### config.mk
export PLATFORM = sky130hd
export DESIGN_NAME = vmon_evt_ctrl
export DESIGN_NICKNAME = d
export VERILOG_FILES = /design/src/rtl/vmon_evt_ctrl.sv
export SDC_FILE = /design/constraint.sdc
export NUM_CORES = 1
export LEC_CHECK = 0
export BUFFER_PORTS_ARGS = -buffer_cell sky130_fd_sc_hd__buf_2
export CORE_MARGIN = 5
export CORE_UTILIZATION = 48
export DETAILED_ROUTE_END_ITERATION = 6
export GPL_TIMING_DRIVEN = 0
export PLACE_DENSITY = 0.78
export SLEW_MARGIN = 20
export SYNTH_ARGS = -nofsm -noshare
export SYNTH_HDL_FRONTEND = slang
export SYNTH_SLANG_ARGS = --single-unit
### constraint.sdc
create_clock -name clk -period 1.7 [get_ports clk]
set_clock_uncertainty 0.1 [all_clocks]
set_input_delay 0.255 -clock clk [delete_from_list [all_inputs] [get_ports clk]]
set_output_delay 0.255 -clock clk [all_outputs]
set_load 0.05 [all_outputs]
### src/rtl/vmon_evt_ctrl.sv
module vmon_evt_ctrl #(
  parameter int NCH     = 6,
  parameter int CODE_W  = 8,
  parameter int DATA_W  = 32,
  parameter int ADDR_W  = 4,
  parameter int RDY_DLY = 4,
  parameter int HYST_CH = 5
) (
  input  logic                  clk,
  input  logic                  rst_n,
  input  logic                  we,
  input  logic [ADDR_W-1:0]     addr,
  input  logic [DATA_W-1:0]     wdata,
  output logic [DATA_W-1:0]     rdata,
  input  logic [NCH*CODE_W-1:0] lvl_i,
  output logic                  irq_o
);
  localparam int CNT_W  = $clog2(RDY_DLY + 1);
  localparam int LO_POS = 8;
  localparam int HI_POS = 16;
  localparam logic [ADDR_W-1:0] A_STAT = ADDR_W'(0);
  localparam logic [ADDR_W-1:0] A_FLAG = ADDR_W'(1);
  localparam logic [ADDR_W-1:0] A_CLR  = ADDR_W'(2);
  localparam logic [ADDR_W-1:0] A_IEN  = ADDR_W'(3);
  localparam int A_CTRL = 4;

  logic [NCH-1:0]      en, rdy, above, ev_rise, ev_fall;
  logic [CODE_W-1:0]   lo_thr [NCH];
  logic [CODE_W-1:0]   hi_thr [NCH];
  logic [CODE_W-1:0]   lvl    [NCH];
  logic [2*NCH-1:0]    flg, ien, clr_mask;
  logic                all_rdy;

  assign clr_mask = (we && addr == A_CLR) ? wdata[2*NCH-1:0] : '0;
  assign all_rdy  = &(~en | rdy);

  for (genvar i = 0; i < NCH; i++) begin : g_ch
    logic [CNT_W-1:0] cnt;
    logic             ctrl_we, at_hi, below_lo, live;

    assign lvl[i]   = lvl_i[i*CODE_W +: CODE_W];
    assign ctrl_we  = we && addr == ADDR_W'(A_CTRL + i);
    assign at_hi    = lvl[i] >= hi_thr[i];
    assign below_lo = lvl[i] < lo_thr[i];
    assign rdy[i]   = cnt == CNT_W'(RDY_DLY);
    assign live     = en[i] && rdy[i];
    assign ev_rise[i] = live && !above[i] && at_hi;
    assign ev_fall[i] = live && above[i] && below_lo;

    always_ff @(posedge clk) begin
      if (!rst_n) begin
        en[i]     <= 1'b0;
        lo_thr[i] <= '0;
        hi_thr[i] <= '0;
      end else if (ctrl_we) begin
        en[i]     <= wdata[0];
        lo_thr[i] <= wdata[LO_POS +: CODE_W];
        hi_thr[i] <= (i == HYST_CH) ? wdata[HI_POS +: CODE_W] : wdata[LO_POS +: CODE_W];
      end
    end

    always_ff @(posedge clk) begin
      if (!rst_n)                      cnt <= '0;
      else if (!en[i])                 cnt <= '0;
      else if (cnt != CNT_W'(RDY_DLY)) cnt <= cnt + 1'b1;
    end

    always_ff @(posedge clk) begin
      if (!rst_n)          above[i] <= 1'b0;
      else if (!live)      above[i] <= at_hi;
      else if (ev_rise[i]) above[i] <= 1'b1;
      else if (ev_fall[i]) above[i] <= 1'b0;
    end

    a_r3_settle_needs_enable: assert property (@(posedge clk) disable iff (!rst_n)
      $rose(rdy[i]) |-> $past(en[i]));
  end

  always_ff @(posedge clk) begin
    if (!rst_n) begin
      flg   <= '0;
      ien   <= '0;
      irq_o <= 1'b0;
    end else begin
      flg   <= (flg & ~clr_mask) | {ev_fall, ev_rise};
      irq_o <= |(flg & ien);
      if (we && addr == A_IEN) ien <= wdata[2*NCH-1:0];
    end
  end

  always_comb begin
    rdata = '0;
    case (addr)
      A_STAT: begin
        rdata[0]     = all_rdy;
        rdata[NCH:1] = en;
      end
      A_FLAG: rdata[2*NCH-1:0] = flg;
      A_IEN:  rdata[2*NCH-1:0] = ien;
      default: begin
        for (int i = 0; i < NCH; i++) begin
          if (addr == ADDR_W'(A_CTRL + i)) begin
            rdata[0]               = en[i];
            rdata[LO_POS +: CODE_W] = lo_thr[i];
            rdata[HI_POS +: CODE_W] = hi_thr[i];
          end
        end
      end
    endcase
  end

  a_r5_flags_sticky: assert property (@(posedge clk) disable iff (!rst_n)
    1'b1 |=> (($past(flg) & ~$past(clr_mask) & ~flg) == '0));

  a_r7_disabled_quiet: assert property (@(posedge clk) disable iff (!rst_n)
    1'b1 |=> ((flg & ~$past(flg) & ~{$past(en), $past(en)}) == '0));

  a_r4_one_direction: assert property (@(posedge clk) disable iff (!rst_n)
    1'b1 |=> ((flg[NCH-1:0] & ~$past(flg[NCH-1:0]) &
               flg[2*NCH-1:NCH] & ~$past(flg[2*NCH-1:NCH])) == '0));

  a_r8_hyst_rise_upper: assert property (@(posedge clk) disable iff (!rst_n)
    $rose(flg[HYST_CH]) |-> $past(lvl[HYST_CH] >= hi_thr[HYST_CH]));

  a_r9_irq_source: assert property (@(posedge clk) disable iff (!rst_n)
    irq_o |-> $past(|(flg & ien)));
endmodule

==> run_results.csv, run 1 <==
group,metric,value,unit
logic_synthesis,yosysWarnings,0,
final_layout,final_net_count,1083,
drt,wirelength_met1,8770,um
sta,clock.fmax,430,MHz
hold_path,class_of_the_tightest_hold_or_removal_check,"input port to flop",
drt,route.detailed.wl_per_inst,20.0,um
status,run_status,"finished with violations",
drt,met2RoutedLength,10900,um
logic_synthesis,postSynth.topFlopCell,"sky130_fd_sc_hd__edfxtp_1",
setup_path,critical_path.max_stage_delay,330,ps
floorplanning,design.portCount,120,
clock_tree,cts-hold-fix-buffers,0,
clock_tree,clock_sink_count,111,
final_layout,num-fill-cells,1092,
place,dpl.hpwl,15700,um
final_layout,seq_area,2790,um2
drt,drtPass1Iterations,6,
sta,max_slew_margin,0.478,
sta,finalMaxSlewViolations,0,
grt,grt_first_pass_wirelength,32700,um
drt,drcViolationCount,0,
setup_path,critical_path_arrival,1970,ps
floorplanning,start_util,0.486,
sta,setup_viol,40,
status,violations,"negative setup slack",
floorplanning,fp.coreArea,14400,um2
clock_tree,htree_num_levels,3,
setup_path,worst_path_dominant_cell_family,"compound AO/OA/AOI/OAI gates",
floorplanning,die_width,131,um
logic_synthesis,largest_cells_by_area_after_synthesis,"sky130_fd_sc_hd__edfxtp_1 (24%), sky130_fd_sc_hd__dfxtp_1 (16%), sky130_fd_sc_hd__ha_1 (12%)",
logic_synthesis,synth_cell_types,65,
grt,grt_remaining_overflow,0,
clock_tree,clkLatencyLatePin,360,ps
setup_path,crit_path_end_kind,"output pin",
floorplanning,rows,44,
sta,min_period_over_period,1.37,
drt,first_iter_violations,841,
logic_synthesis,ys_seq_area_frac,0.397,
setup_path,cp.buffers_inverters,2,
floorplanning,die-height,131,um
grt,overall_global_routing_usage,0.250,
clock_tree,cts.path.max_buffers,2,
drt,vias_per_cell,5.85,
setup_path,category_of_the_critical_setup_timing_path,"flop to output pin",
place,io_buffers,100,
logic_synthesis,synth_seq_cells,111,
logic_synthesis,post-synth-top-count-cell,"sky130_fd_sc_hd__nand2_1",
logic_synthesis,async_flop_share,0,
power,p_per_area,703,nW/um2
sta,postLayoutSetupSlackWorst,-624,ps
final_layout,antenna-diode-count,0,
final_layout,multi_input_comb_area,4710,um2
drt,detailroute.via_count,6537,
logic_synthesis,synth_commonest_cells,"sky130_fd_sc_hd__nand2_1 (84), sky130_fd_sc_hd__nor2_1 (72), sky130_fd_sc_hd__inv_1 (68)",
power,vdd_drop_max,0.660,mV
grt,first_global_vias,6335,
power,p_total,6.67,mW
clock_tree,tritoncts_clock_tree,"done",
final_layout,layout-drive-gt1-share,0.360,
floorplanning,fp.dieArea,17100,um2
sta,hold_viol,0,
setup_path,startpoint_type,"flop",
setup_path,crit_path_top_delay_cell,"sky130_fd_sc_hd__dfxtp_2",
clock_tree,cts-root-buf,"sky130_fd_sc_hd__clkbuf_16",
logic_synthesis,syn-mean-instance-area,9.04,um2
grt,pin_count_of_the_biggest_net_entering_global_routing,21,
grt,grt_antenna_before_repair,0,
clock_tree,path_clk_slew,70,ps
sta,grt_setup_unrepaired,"true",
logic_synthesis,post_synth_instance_area,7010,um2
drt,route.top_layer_used,"met4",
final_layout,syn_to_final_growth,35.2,%
logic_synthesis,synth_top_area_share,0.240,
run,max_cap_violations,0,
drt,routed_wire_length,22400,um
power,total_leakage_power,3.95,nW
sta,layout_min_cycle_time,2320,ps
setup_path,worstPathMaxFanout,2,
sta,worst-slew-pin-transition,777,ps
setup_path,critical_path.cell_chain,"inv_2 -> ha_4 -> nand2_4 -> a222oi_1 -> nand4_1 -> a32oi_4 -> buf_6",
logic_synthesis,synth_edf_count,56,
drt,postRouteAntennaNets,0,
place,place.gp.congestion,0.890,
clock_tree,cts_buffers,9,
logic_synthesis,cells_after_synth,776,
sta,worst_hold_slack,58.6,ps
drt,routed-wl-met3,1790,um
logic_synthesis,synthDominantAreaCellType,"sky130_fd_sc_hd__edfxtp_1",
setup_path,worst_endpoint_required_time,1340,ps
[tightest hold or removal path: stages]
cell and delay [ps]:
sky130_fd_sc_hd__buf_2 100, sky130_fd_sc_hd__mux2i_1 60, sky130_fd_sc_hd__nor2_1 70
[repair_timing]
action,CTS,global route
endpoints found under the setup margin,104,75
gates cloned,0,1
setup buffers,27,9
pin swaps,37,32
gates resized for setup,132,66
[report_power, final]
| part | internal (mW) | switching, mW | leakage, nW | total (mW) |
|---|---|---|---|---|
| clock network | 1.03 | 1.08 | 0.140 | 2.11 |
| logic | 0.631 | 0.956 | 2.83 | 1.59 |
| registers | 2.91 | 0.0658 | 0.984 | 2.98 |
| total | 4.57 | 2.10 | 3.95 | 6.67 |
[state kept, by name, summed over array words and instances, names as in the netlist]
| name | flops |
|---|---|
| hi_thr | 32 |
| lo_thr | 24 |
| g_ch.cnt | 18 |
| flg | 12 |
| ien | 12 |
| above | 6 |
| en | 6 |
| irq_o | 1 |
[cell usage in the layout, fill, tap and decap left out, types with 7 or more instances in the layout]
cell                        count
sky130_fd_sc_hd__inv_1         45
sky130_fd_sc_hd__buf_2         86
sky130_fd_sc_hd__inv_2         20
sky130_fd_sc_hd__o21ai_0        7
sky130_fd_sc_hd__clkbuf_16     10
sky130_fd_sc_hd__nor3_1        11
sky130_fd_sc_hd__and2_1        57
sky130_fd_sc_hd__dfxtp_1       49
sky130_fd_sc_hd__buf_4         41
sky130_fd_sc_hd__nand4_1       19
sky130_fd_sc_hd__nor2_1        61
sky130_fd_sc_hd__nor2_4         8
sky130_fd_sc_hd__buf_6         28
sky130_fd_sc_hd__mux2i_1       23
sky130_fd_sc_hd__ha_4          22
sky130_fd_sc_hd__nand2_2        7
sky130_fd_sc_hd__edfxtp_1      56
sky130_fd_sc_hd__ha_1          43
sky130_fd_sc_hd__conb_1         8
sky130_fd_sc_hd__nand2b_1      13
sky130_fd_sc_hd__a21oi_1       47
sky130_fd_sc_hd__nand2_1       73
sky130_fd_sc_hd__nand3_1       17
[logic make-up after synthesis]
| family | count (synthesis) | synth area share |
|---|---|---|
| and+or+nand+nor | 305 | 0.220 |
| AOI/OAI and AO/OA | 150 | 0.142 |
| DFF | 111 | 0.397 |
| buffers and inverters | 105 | 0.0650 |
| adders and majority gates | 67 | 0.120 |
| muxes | 31 | 0.0489 |
| xor gates and xnor gates | 6 | 0.00749 |
| other | 1 | 0.000535 |
[path summary, 6_finish.rpt]
check	from	to	slack, ps	cells after the start
setup / recovery	g_ch[2].cnt[0]$_SDFFE_PN0P_	rdata[0]	-620	7
hold / removal	wdata[3]	ien[3]$_SDFFE_PN0P_	60	3
setup reg to reg	lo_thr[1][4]$_SDFFCE_PN0P_	above[2]$_SDFFE_PN0P_	-110	7
hold reg to reg	g_ch[1].cnt[1]$_SDFFE_PN0P_	g_ch[1].cnt[1]$_SDFFE_PN0P_	390	2
[metal layers]
metal	vias to the layer above	GRT usage
li1	3042	-
met1	3047	0.319
met2	365	0.423
met3	83	0.0370
met4	0	0.109
met5	-	0
[per-stage QoR]
step | worst slack, ps | instance area [um2] | cells | util | TNS [ps]
2_1_floorplan | -359 | 7390 | 783 | - | -3570
3_3_place_gp | -801 | 8120 | 1067 | 0.563 | -47690
3_5_place_dp | -857 | 8120 | 1067 | 0.563 | -50200
4_1_cts | -622 | 9120 | 1110 | 0.632 | -8850
5_1_grt | -724 | 9480 | 1118 | 0.657 | -11350
6_report | -624 | 9480 | 1118 | 0.657 | -9320
[cell type report]
type | instances | area share
Timing Repair Buffer | 134 | 0.0945
Sequential cell | 111 | 0.294
Inverter | 70 | 0.0290
Clock inverter | 7 | 0.00647
Multi-Input combinational cell | 568 | 0.497
Clock buffer | 9 | 0.0238
Tap cell | 184 | 0.0243
Buffer | 35 | 0.0307
No activity file was read; power rests on OpenSTA's default activity.
==> inputs of run 2 (changes only) <==
==> constraint.sdc (replaced) <==
create_clock -name clk -period 1.7 [get_ports clk]
set_clock_uncertainty 0.1 [all_clocks]
set_input_delay 0.255 -clock clk [delete_from_list [all_inputs] [get_ports clk]]
set_output_delay 0.255 -clock clk [all_outputs]
set_load 0.1 [all_outputs]
==> run 2 against run 1 <==
Critical endpoint unchanged. Global-route usage up 0.50 points. The run still ends with negative setup slack left. Fmax down 0.13%. Worst hold slack got worse by 8.6 ps. Core utilization grew 1.5 points. Clock power decreased by 5%. First-iteration DRC count down 26%.
==> run_results.csv, run 2 (synthesis results as in run 1) <==
group,metric,value,unit
sta,min_period_over_period,1.37,
floorplanning,die-height,131,um
power,p_per_area,704,nW/um2
power,power.share.switching,0.328,
drt,first_iter_violations,620,
floorplanning,rows,44,
grt,first_global_vias,6342,
power,intPower,4.59,mW
clock_tree,htree_num_levels,3,
grt,overall_global_routing_usage,0.255,
sta,hold_viol,0,
power,total_leakage_power,4.04,nW
clock_tree,cts-hold-fix-buffers,0,
final_layout,largest_registers,"hi_thr x32, lo_thr x24, g_ch.cnt x18",
run,max_cap_violations,0,
setup_path,startpoint_type,"flop",
place,place.gp.congestion,0.944,
floorplanning,start_util,0.486,
final_layout,antenna-diode-count,0,
final_layout,mostFrequentLayoutCells,"sky130_fd_sc_hd__buf_2 (79), sky130_fd_sc_hd__nand2_1 (73), sky130_fd_sc_hd__nor2_1 (59), sky130_fd_sc_hd__and2_1 (57), sky130_fd_sc_hd__edfxtp_1 (56)",
setup_path,rr_startpoint,"lo_thr[1][6]$_SDFFCE_PN0P_",
final_layout,num-fill-cells,1086,
clock_tree,cts_buffers,9,
floorplanning,fp.coreArea,14400,um2
sta,finalMaxSlewViolations,0,
power,power.sequential.fraction,0.437,
drt,drtPass1Iterations,5,
drt,postRouteAntennaNets,0,
sta,final.setup.tns,-9860,ps
final_layout,largest_reg_flops,32,
drt,routed_wire_length,22600,um
floorplanning,fp.dieArea,17100,um2
sta,clock.fmax,430,MHz
clock_tree,path_clk_slew,80,ps
setup_path,worstPathMaxFanout,2,
final_layout,finalNonFillerCells,1117,
status,violations,"negative setup slack",
power,share_comb_of_total_power,0.269,
place,post-place-cells,1067,
setup_path,category_of_the_critical_setup_timing_path,"flop to output pin",
place,dp_worst_setup_slack,-949,ps
sta,layout_min_cycle_time,2330,ps
clock_tree,clkLatencyLatePin,360,ps
final_layout,largest_register,"hi_thr",
grt,grt_remaining_overflow,0,
clock_tree,clock_sink_count,111,
setup_path,crit_path_end_kind,"output pin",
sta,grt_setup_unrepaired,"true",
drt,route.detailed.wl_per_inst,20.3,um
grt,grt_antenna_before_repair,0,
setup_path,critical_path_arrival,1970,ps
sta,postLayoutSetupSlackWorst,-628,ps
final_layout,layout-drive-gt1-share,0.356,
clock_tree,cts.path.max_buffers,2,
drt,drcViolationCount,0,
clock_tree,cts-root-buf,"sky130_fd_sc_hd__clkbuf_16",
clock_tree,tritoncts_clock_tree,"done",
power,vdd_drop_max,0.474,mV
place,dpl.hpwl,16200,um
power,switching_power,2.24,mW
final_layout,mostFrequentLayoutCell,"sky130_fd_sc_hd__buf_2",
final_layout,final_net_count,1082,
hold_path,class_of_the_tightest_hold_or_removal_check,"input port to flop",
drt,vias_per_cell,5.78,
grt,pin_count_of_the_biggest_net_entering_global_routing,18,
setup_path,worst_setup_path_startpoint,"g_ch[2].cnt[0]$_SDFFE_PN0P_",
status,run_status,"finished with violations",
floorplanning,die_width,131,um
floorplanning,design.portCount,120,
power,power_frac_clock,0.294,
setup_path,worst_endpoint_required_time,1340,ps
drt,detailroute.via_count,6453,
final_layout,syn_to_final_growth,38.3,%
sta,setup_viol,37,
final_layout,fin_util,0.672,
hold_path,hp-start,"wdata[7]",
sta,worst-slew-pin-transition,712,ps
sta,max_slew_margin,0.522,
place,io_buffers,100,
grt,grt_first_pass_wirelength,33000,um
==> run 2: final cells by class <==
type	count	area, um2	area share
Tap cell	184	230	0.0237
Inverter	70	273	0.0281
Timing Repair Buffer	134	1080	0.112
Clock inverter	6	37.5	0.00387
Clock buffer	10	229	0.0236
Sequential cell	111	2790	0.288
Buffer	35	315	0.0325
Multi-Input combinational cell	567	4740	0.489
==> run 2: what timing repair did <==
action	CTS	global route
gates resized for setup	178	52
pin swaps	42	33
setup buffers	26	10
endpoints found under the setup margin	103	82
==> run 2: per-layer routing <==
| metal | track usage | wire length, um | vias to the layer above |
|---|---|---|---|
| met5 | 0 | 0 | - |
| met4 | 0.129 | 1110 | 0 |
| met3 | 0.0386 | 1620 | 77 |
| met2 | 0.428 | 10900 | 294 |
| met1 | 0.320 | 9030 | 3040 |
| li1 | - | - | 3042 |
==> run 2: worst paths after layout <==
check | endpoint | slack (ps) | depth (start not counted)
setup / recovery | rdata[0] | -630 | 7
hold / removal | ien[7]$_SDFFE_PN0P_ | 50 | 3
setup reg to reg | above[2]$_SDFFE_PN0P_ | -200 | 6
hold reg to reg | g_ch[5].cnt[1]$_SDFFE_PN0P_ | 390 | 2
==> run 2: per-stage QoR <==
step	hold slack, ps	area (um2)	power [mW]
final	50.0	9700	6.83
after global routing	75.0	9700	7.02
after CTS	49.2	9400	6.65
after detailed placement	379	8230	4.45
after global placement	373	8230	4.43
after floorplan	299	7500	4.05
==> run 2: power by group through the flow <==
stage,clock network (mW),registers (mW),logic (mW)
after floorplan,0,3.00,1.05
after global placement,0,3.03,1.40
after global routing,2.09,2.99,1.94
final,2.01,2.98,1.84
after detailed placement,0,3.04,1.42
after CTS,1.97,2.98,1.70
==> run 2: worst max-delay path, cell delays in order, from the launching register on <==
cell                       delay (ps)
sky130_fd_sc_hd__dfxtp_2          330
sky130_fd_sc_hd__inv_2             60
sky130_fd_sc_hd__ha_4             140
sky130_fd_sc_hd__nand2_4           50
sky130_fd_sc_hd__a222oi_1         310
sky130_fd_sc_hd__nand4_1          190
sky130_fd_sc_hd__a32oi_4          310
sky130_fd_sc_hd__buf_12           210
